**config.mk**
```make
export PLATFORM = sky130hd
export DESIGN_NAME = burst_addr_gen
export DESIGN_NICKNAME = d
export VERILOG_FILES = /design/src/rtl/bag_pkg.sv /design/src/rtl/bag_ctrl.sv /design/src/rtl/bag_count.sv /design/src/rtl/bag_seq.sv /design/src/rtl/burst_addr_gen.sv
export SDC_FILE = /design/constraint.sdc
export NUM_CORES = 1
export LEC_CHECK = 0
export ABC_CLOCK_PERIOD_IN_PS = 1300
export BUFFER_PORTS_ARGS = -buffer_cell sky130_fd_sc_hd__buf_2
export CELL_PAD_IN_SITES_DETAIL_PLACEMENT = 1
export CELL_PAD_IN_SITES_GLOBAL_PLACEMENT = 2
export CORE_AREA = 2 2 54 76
export CTS_CLUSTER_SIZE = 28
export DETAILED_ROUTE_END_ITERATION = 16
export DIE_AREA = 0 0 56 78
export PLACE_DENSITY_LB_ADDON = 0.1
export SLEW_MARGIN = 10
export SYNTH_ARGS = -nofsm -noshare
export SYNTH_HDL_FRONTEND = slang
export SYNTH_SLANG_ARGS = --single-unit
export TNS_END_PERCENT = 5
```
**constraint.sdc**
```tcl
create_clock -name clk_i -period 1.3 [get_ports clk_i]
set_clock_uncertainty 0.2 [all_clocks]
set_input_delay 0.13 -clock clk_i [delete_from_list [all_inputs] [get_ports clk_i]]
set_output_delay 0.13 -clock clk_i [all_outputs]
set_load 0.005 [all_outputs]
```
**src/rtl/bag_pkg.sv**
```systemverilog
package bag_pkg;
  typedef enum logic [1:0] {
    CMD_HOLD = 2'd0,
    CMD_LOAD = 2'd1,
    CMD_STEP = 2'd2
  } bag_cmd_e;
endpackage

```
**src/rtl/bag_ctrl.sv**
```systemverilog
module bag_ctrl
  import bag_pkg::*;
(
  input  logic     start_a_i,
  input  logic     start_b_i,
  input  logic     adv_i,
  output bag_cmd_e cmd_o
);
  // Either strobe takes priority over advance.
  always_comb begin
    if (start_a_i || start_b_i) cmd_o = CMD_LOAD;
    else if (adv_i)             cmd_o = CMD_STEP;
    else                        cmd_o = CMD_HOLD;
  end
endmodule

```
**src/rtl/bag_count.sv**
```systemverilog
module bag_count
  import bag_pkg::*;
#(
  parameter int OFS_W = 2
) (
  input  logic             clk_i,
  input  logic             rst_ni,
  input  bag_cmd_e         cmd_i,
  input  logic [OFS_W-1:0] ofs_i,
  output logic [OFS_W-1:0] start_o,
  output logic [OFS_W-1:0] cnt_o
);
  logic [OFS_W-1:0] start_q, cnt_q;

  always_ff @(posedge clk_i) begin
    if (!rst_ni) begin
      start_q <= '0;
      cnt_q   <= '0;
    end else begin
      unique case (cmd_i)
        CMD_LOAD: begin
          start_q <= ofs_i;
          cnt_q   <= '0;
        end
        CMD_STEP: cnt_q <= cnt_q + 1'b1;
        default:  ;
      endcase
    end
  end

  assign start_o = start_q;
  assign cnt_o   = cnt_q;

  AST_STEP_INC: assert property (@(posedge clk_i) disable iff (!rst_ni)
    cmd_i == CMD_STEP |=> cnt_q == OFS_W'($past(cnt_q) + 1'b1));
  AST_STEP_KEEPS_START: assert property (@(posedge clk_i) disable iff (!rst_ni)
    cmd_i == CMD_STEP |=> $stable(start_q));
  AST_LOAD_CLEARS: assert property (@(posedge clk_i) disable iff (!rst_ni)
    cmd_i == CMD_LOAD |=> cnt_q == '0);
endmodule

```
**src/rtl/bag_seq.sv**
```systemverilog
module bag_seq #(
  parameter int OFS_W = 2
) (
  input  logic [OFS_W-1:0] start_i,
  input  logic [OFS_W-1:0] cnt_i,
  input  logic             linear_i,
  output logic [OFS_W-1:0] ofs_o
);
  logic [OFS_W-1:0] ilv, lin;

  for (genvar b = 0; b < OFS_W; b++) begin : g_ilv
    assign ilv[b] = start_i[b] ^ cnt_i[b];
  end

  assign lin   = start_i + cnt_i;
  assign ofs_o = linear_i ? lin : ilv;

  always_comb begin
    if (cnt_i == '0) begin
      AST_FIRST_IS_START: assert (ofs_o == start_i);
    end
  end
endmodule

```
**src/rtl/burst_addr_gen.sv**
```systemverilog
module burst_addr_gen
  import bag_pkg::*;
#(
  parameter int ADDR_W = 18,
  parameter int OFS_W  = 2
) (
  input  logic              clk_i,
  input  logic              rst_ni,
  input  logic [ADDR_W-1:0] addr_i,
  input  logic              start_a_i,
  input  logic              start_b_i,
  input  logic              adv_i,
  input  logic              linear_i,
  output logic [ADDR_W-1:0] addr_o
);
  localparam int UP_W = ADDR_W - OFS_W;

  bag_cmd_e         cmd;
  logic [OFS_W-1:0] start_ofs, cnt, ofs;
  logic [UP_W-1:0]  upper_q;

  bag_ctrl u_ctrl (
    .start_a_i(start_a_i), .start_b_i(start_b_i), .adv_i(adv_i), .cmd_o(cmd)
  );

  bag_count #(.OFS_W(OFS_W)) u_count (
    .clk_i(clk_i), .rst_ni(rst_ni), .cmd_i(cmd),
    .ofs_i(addr_i[OFS_W-1:0]), .start_o(start_ofs), .cnt_o(cnt)
  );

  bag_seq #(.OFS_W(OFS_W)) u_seq (
    .start_i(start_ofs), .cnt_i(cnt), .linear_i(linear_i), .ofs_o(ofs)
  );

  always_ff @(posedge clk_i) begin
    if (!rst_ni)          upper_q <= '0;
    else if (cmd == CMD_LOAD) upper_q <= addr_i[ADDR_W-1:OFS_W];
  end

  assign addr_o = {upper_q, ofs};

  AST_LOAD_A: assert property (@(posedge clk_i) disable iff (!rst_ni)
    start_a_i |=> addr_o == $past(addr_i));
  AST_LOAD_B: assert property (@(posedge clk_i) disable iff (!rst_ni)
    start_b_i |=> addr_o == $past(addr_i));
  AST_UPPER_KEPT: assert property (@(posedge clk_i) disable iff (!rst_ni)
    !(start_a_i || start_b_i) |=> $stable(addr_o[ADDR_W-1:OFS_W]));
  AST_IDLE_HOLD: assert property (@(posedge clk_i) disable iff (!rst_ni)
    !(start_a_i || start_b_i || adv_i) |=>
      (addr_o == $past(addr_o)) || (linear_i != $past(linear_i)));
endmodule

```
==> results of run 1 <==
per-layer routing:
layer	vias up	track usage	wire, µm
met4	0	0.0571	45
met1	401	0.132	1040
met5	-	0	0
li1	450	-	-
met3	5	0.0217	121
met2	27	0.175	1100
repair_timing:
| item | in CTS | in global routing |
|---|---|---|
| endpoints found under the hold margin | 20 | 0 |
| hold buffers | 19 | 0 |
| gates resized for setup | 6 | 3 |
| pin swaps | 3 | 3 |
| setup buffers | 1 | 0 |
| endpoints found under the setup margin | 2 | 2 |
stage by stage:
stage	power, µW	area (µm²)
4_1_cts	1400	1400
5_1_grt	1460	1410
3_5_place_dp	863	1120
6_report	1380	1410
3_3_place_gp	859	1120
2_1_floorplan	770	880
Yosys cell counts (all sizes together) (2+ instances only):
library cell,instances,area share
dfxtp,20,0.46
a21oi,19,0.12
buf,4,0.037
or3b,19,0.19
o21ai,18,0.10
xnor2,2,0.020
clkbuf,4,0.017
worst min-delay path by stage:
stage,startpoint,endpoint,slack (ns),depth (start not counted)
final,rst_ni,upper_q[6],0.07,4
after CTS,rst_ni,u_count.cnt_o[1],0.07,3
after detailed placement,addr_i[9],upper_q[7],0.21,3
after global placement,addr_i[7],upper_q[5],0.20,3
after global routing,rst_ni,u_count.cnt_o[1],0.07,3
after floorplan,adv_i,u_count.cnt_o[0],0.07,2
worst max-delay path: stages (launching register included):
cell	delay, ns
dfxtp_2	0.36
ha_4	0.13
nand2_2	0.04
xnor2_1	0.11
buf_2	0.13
cells by family after synthesis:
| group | after synthesis |
|---|---|
| compound gates | 38 |
| simple gates | 22 |
| flops | 20 |
| buf+inv | 9 |
| xor+xnor | 3 |
| fa+ha+maj | 1 |
sequential cells by signal (all words and copies together) (netlist names):
register         cells
u_count.cnt_o        2
u_count.start_o      2
upper_q             16
area by class of cell:
type                       count  area, µm²
sequential                    20        405
fill                         433       2230
multi-input combinational     64        450
clock buffer                   4       55.1
timing repair buffer          64        444
tap                           42       52.6
inverter                       1       3.75
power groups by stage:
stage	Sequential [µW]	Clock [µW]	Combinational (µW)
after global routing	671	529	260
after global placement	678	0	181
after floorplan	680	0	90.3
after detailed placement	678	0	184
final	666	478	235
after CTS	665	499	232
==> impl_results.md, run 1 <==
- Clock Tree Root: clkbuf_8
- Sw power: 321 µW
- Min Tclk post-route: 1.36 ns
- Critical path arrival: 1.03 ns
- Worst r2r src: upper_q[7]
- Mapped cell area: slightly below 900 µm²
- Worst-path clk slew: about 0.080 ns
- Routed vias/inst: 4.53
- Post-synth EDFFs: 0
- Worst Path Required: 0.97 ns
- Fmax: around 0.74 GHz
- Sw frac: 0.233
- Vias: just under 900
- HP Class: input port to flip-flop
- Setup WS post-layout: -0.0580 ns
- Placed cells: 171
- Mapped Cells: 93
- Worst R2R Path Depth: 2
- Largest family of logic cells by synthesized area: compound AO/OA/AOI/OAI gates
- Residual DRC: 0
- Register-to-Register Setup Slack: around 0.14 ns
- Outcome: complete, but fails checks
- Rel. slew slack: 0.658
- Critical path class: flip-flop to output port
- Yosys cell types: 18
- Worst skew pair latency: approximately 0.26 ns
- Comb pwr share: 0.170
- Power Internal: 1060 µW
- CP startpoint kind: flip-flop
- Post-route ant nets: 0
- Compound-Gate Fraction of Synth Area: 0.230
- Final setup viols: 1
- First DRT Iteration DRCs: 2
- Ys Warns: 0
- Detail Placement HPWL: 1.53 mm
- GR Util All Layers: 0.108
- Global-route wire length before repair: 3.79 mm
- Die X-Extent: approximately 56 µm
- Mean Syn Cell Area: 9.46 µm²
- CTS buffer count: 3
- H-tree depth: 1
- Synth Flop Type: dfxtp_1
- Io pins: 42
- Antenna diode count: 0
- P&R area growth vs syn: 60.5%
- Detailed-router iteration count before antenna repair: 4
- Max_cap viols: 0
- Crit path capture: addr_o[1]
- Max IR drop VDD: 368 µV
- Simple-gate share of the synthesized area: 0.212
- Cell Count, Final, Fillers Out: between 150 and 200
- Min Hold Slack: 0.0694 ns
- GRT overflow: 0
- Clock Path Buffers: 2
- Pleak: around 0.00059 µW
- Worst-margin pin slew: about 0.5 ns
- Reg-to-Reg End: upper_q[7]
- WL final: 2.31 mm
- Final design utilization: 0.387
- Setup TNS: -0.0580 ns
- Fraction of layout cells with a size suffix above 1: 0.444
- Mux contribution to synthesized area: 0
- Final net count: 179
- Starting density of the core: 0.241
- Sequential fraction of the synthesis area: 0.455
- # rows: 26
- Die area: approximately 4400 µm²
- Register bit total from synthesis: 20
- DIE HEIGHT: 78 µm
- Final Max Slew Viols: 0
- Largest net degree at the start of global routing: 38
- Wire per inst: 11.9 µm
- Clock network fraction of total power: 0.347
- Asr flop ratio synth: 0
- Placeable core area: around 3600 µm²
- Initial antenna violation count: 0
- Commonest non-fill, non-tap cell in the layout: buf_2
- Crit Path Max Fanout: 2
- Clock sink count: 20
- Final hold vios: 0
- Synth Net Count: 118
- Sequential power share: 0.483
- # port buffers: just over 40
- Pwr dens: 976 nW/µm²
- Most frequent cells in the layout: buf_2 (40), dlygate4sd3_1 (19), o21ai_0 (18)
- Final GP Congestion: a little under 0.7
- Xor/xnor share of the synthesized area: 0.0299
- Adder-Cell Fraction of Synth Area: 0.0142
- CTS tree: yes
- Critical path origin: u_count.start_o[0]
- Number of global-route vias before repair: 846
- Final period utilization: 1.04
- Failing checks: negative setup slack
- Crit end category: output port
- RSZ-0062 raised after global routing: yes
- Pre-CTS setup slack: -0.0259 ns
(Power assumes the default switching activity.)
==> run 2, diff against run 1 <==
Settings changed: MAX_ROUTING_LAYER set to met4, SETUP_SLACK_MARGIN set to 0.15.
==> impl_results.md, run 2 (synthesis gave the netlist of run 1 again) <==
- Outcome: complete, but fails checks
- Failing checks: negative setup slack
- Final period utilization: 1.04 (-0.00344)
- Number of global-route vias before repair: 860 (+1.7%)
- H-tree depth: 1 (unchanged)
- HP Start: rst_ni
- Worst Hold Depth: 3 (-1)
- Fillers: 428 (-1.2%)
- Most frequent cells in the layout: buf_2 (40), dlygate4sd3_1 (19), o21ai_0 (18)
- Die area: 4370 µm² (unchanged)
- Top Usage Layer GRT: met2
- Pre-CTS setup slack: -0.0259 ns (unchanged)
- # rows: 26 (unchanged)
- Crit end category: output port
- Met2 global-route usage: 0.184 (+0.00824)
- Largest Register: upper_q
- Pleak: 0.000601 µW (+2.1%)
- Critical path class: flip-flop to output port
- GR Util All Layers: 0.114 (+0.00607)
- GRT overflow: 0 (unchanged)
- Vias: 885 (+0.23%)
- Routed vias/inst: 4.54 (+0.23%)
- Max reg flops: 16 (unchanged)
- WL final: 2.35 mm (+1.5%)
- Setup WS post-layout: -0.0536 ns (+0.00447 ns)
- Critical path arrival: 1.02 ns (about the same)
- Met3 Resource Use GR: 0.0217 (unchanged)
- P&R area growth vs syn: 65.9%
- Global-route wire length before repair: 3.88 mm (+2.3%)
- Pwr dens: 952 nW/µm² (-2.5%)
- Max IR drop VDD: 363 µV (-1.3%)
- Worst R2R Path Depth: 2 (unchanged)
- DIE HEIGHT: 78 µm (unchanged)
- Detail Placement HPWL: 1.53 mm (unchanged)
- Placed cells: 171 (unchanged)
- Final hold vios: 0 (unchanged)
- Cell Count, Final, Fillers Out: 195 (unchanged)
- Post-route ant nets: 0 (unchanged)
- Final GP Congestion: 0.702 (+1.1%)
- Crit Path Max Fanout: 2 (unchanged)
- Clock Tree Root: clkbuf_8
- Critical path origin: u_count.start_o[0]
- Detailed-router iteration count before antenna repair: 4 (unchanged)
- Final net count: 179 (unchanged)
- Min Hold Slack: 0.0740 ns (+0.00454 ns)
- Worst Path Required: 0.97 ns (about the same)
- Min Tclk post-route: 1.35 ns (-0.00447 ns)
- Register-to-Register Setup Slack: 0.20 ns (+0.06 ns)
- Area occupied by multi-input gates: 490 µm² (+8.9%)
- FF/Latch Area: 413 µm² (+1.9%)
- Clock Path Buffers: 2 (unchanged)
- Initial antenna violation count: 0 (unchanged)
- Worst skew pair latency: 0.26 ns (about the same)
- Final setup viols: 1 (unchanged)
- Antenna diode count: 0 (unchanged)
- Largest net degree at the start of global routing: 38 (unchanged)
- Worst-margin pin slew: 0.534 ns (+0.0210 ns)
- CP startpoint kind: flip-flop
- Wire per inst: 12.0 µm (+1.5%)
- First DRT Iteration DRCs: 8 (+6)
- RSZ-0062 raised after global routing: yes
- # port buffers: 41 (unchanged)
- HP Class: input port to flip-flop
- Residual DRC: 0 (unchanged)
- CTS buffer count: 3 (unchanged)
- Clock sink count: 20 (unchanged)
- Final Max Slew Viols: 0 (unchanged)
- GR Util met1: 0.134 (+0.00204)
- CTS tree: yes
- Min-Delay Endpoint: u_count.cnt_o[1]
- Rel. slew slack: 0.644 (-0.0140)
- Starting density of the core: 0.241 (unchanged)
- Fraction of layout cells with a size suffix above 1: 0.523 (+0.0784)
- Die X-Extent: 56 µm (unchanged)
- Io pins: 42 (unchanged)
- Worst-path clk slew: 0.07 ns (about the same)
- Commonest non-fill, non-tap cell in the layout: buf_2
- Fmax: 0.739 GHz (+0.33%)
- Reg-to-Reg End: u_count.start_o[1]
- Setup TNS: -0.0536 ns (+0.00447 ns)
- Max_cap viols: 0 (unchanged)
- Placeable core area: 3640 µm² (unchanged)
- Worst r2r src: u_count.start_o[1]
-- run 2: cell types whose count changed in the layout (fill, tap and decap cells not counted) --
cell,delta
a21oi_1,-6
a21oi_2,+6
dfxtp_1,-6
dfxtp_2,+6
or3b_2,-7
or3b_4,+7
-- run 2: final cells by class --
type | instances | share of cell area
flip-flops and latches | 20 | 0.283
repair buffers | 64 | 0.304
inverters | 1 | 0.00257
multi-input cells | 64 | 0.336
well taps | 42 | 0.0360
clock buffers | 4 | 0.0377
-- run 2: per-layer routing --
| metal | routed length, µm | vias up |
|---|---|---|
| met5 | 0 | - |
| met4 | 32 | 0 |
| met3 | 119 | 4 |
| met2 | 1170 | 26 |
| met1 | 1030 | 406 |
| li1 | - | 449 |
-- run 2: worst max-delay path by stage --
stage                        endpoint  slack [ns]  depth (start not counted)
final                       addr_o[1]       -0.05                          4
after global placement     upper_q[6]       0.002                          3
after detailed placement  upper_q[10]       -0.03                          3
after CTS                   addr_o[1]        -0.1                          4
after floorplan           upper_q[10]        0.17                          2
after global routing        addr_o[1]       -0.14                          4
-- run 2: what timing repair did --
action	CTS	global route
setup endpoints to repair	6	7
endpoints found under the hold margin	20	0
resized for setup	16	12
buffers inserted	1	0
hold buffers	19	0
pin swaps	6	6
-- run 2: report_power, final --
group	internal, µW	switching, µW	leakage, µW
Clock	269	203	0.0000288
Combinational	146	102	0.000403
Sequential	651	17.1	0.000169
Total	1070	322	0.000601
-- run 2: metrics by stage --
step / cell area, µm² / power [µW] / utilization
after floorplan: 880 / 770 / -
after global placement: 1120 / 859 / 0.309
after detailed placement: 1120 / 863 / 0.309
after CTS: 1420 / 1410 / 0.390
after global routing: 1460 / 1480 / 0.400
final: 1460 / 1390 / 0.400
-- run 2: critical path: stages (launching register included) --
cell     delay, ns
dfxtp_2       0.34
ha_4          0.15
nand2_2       0.05
xnor2_1       0.10
buf_2         0.13
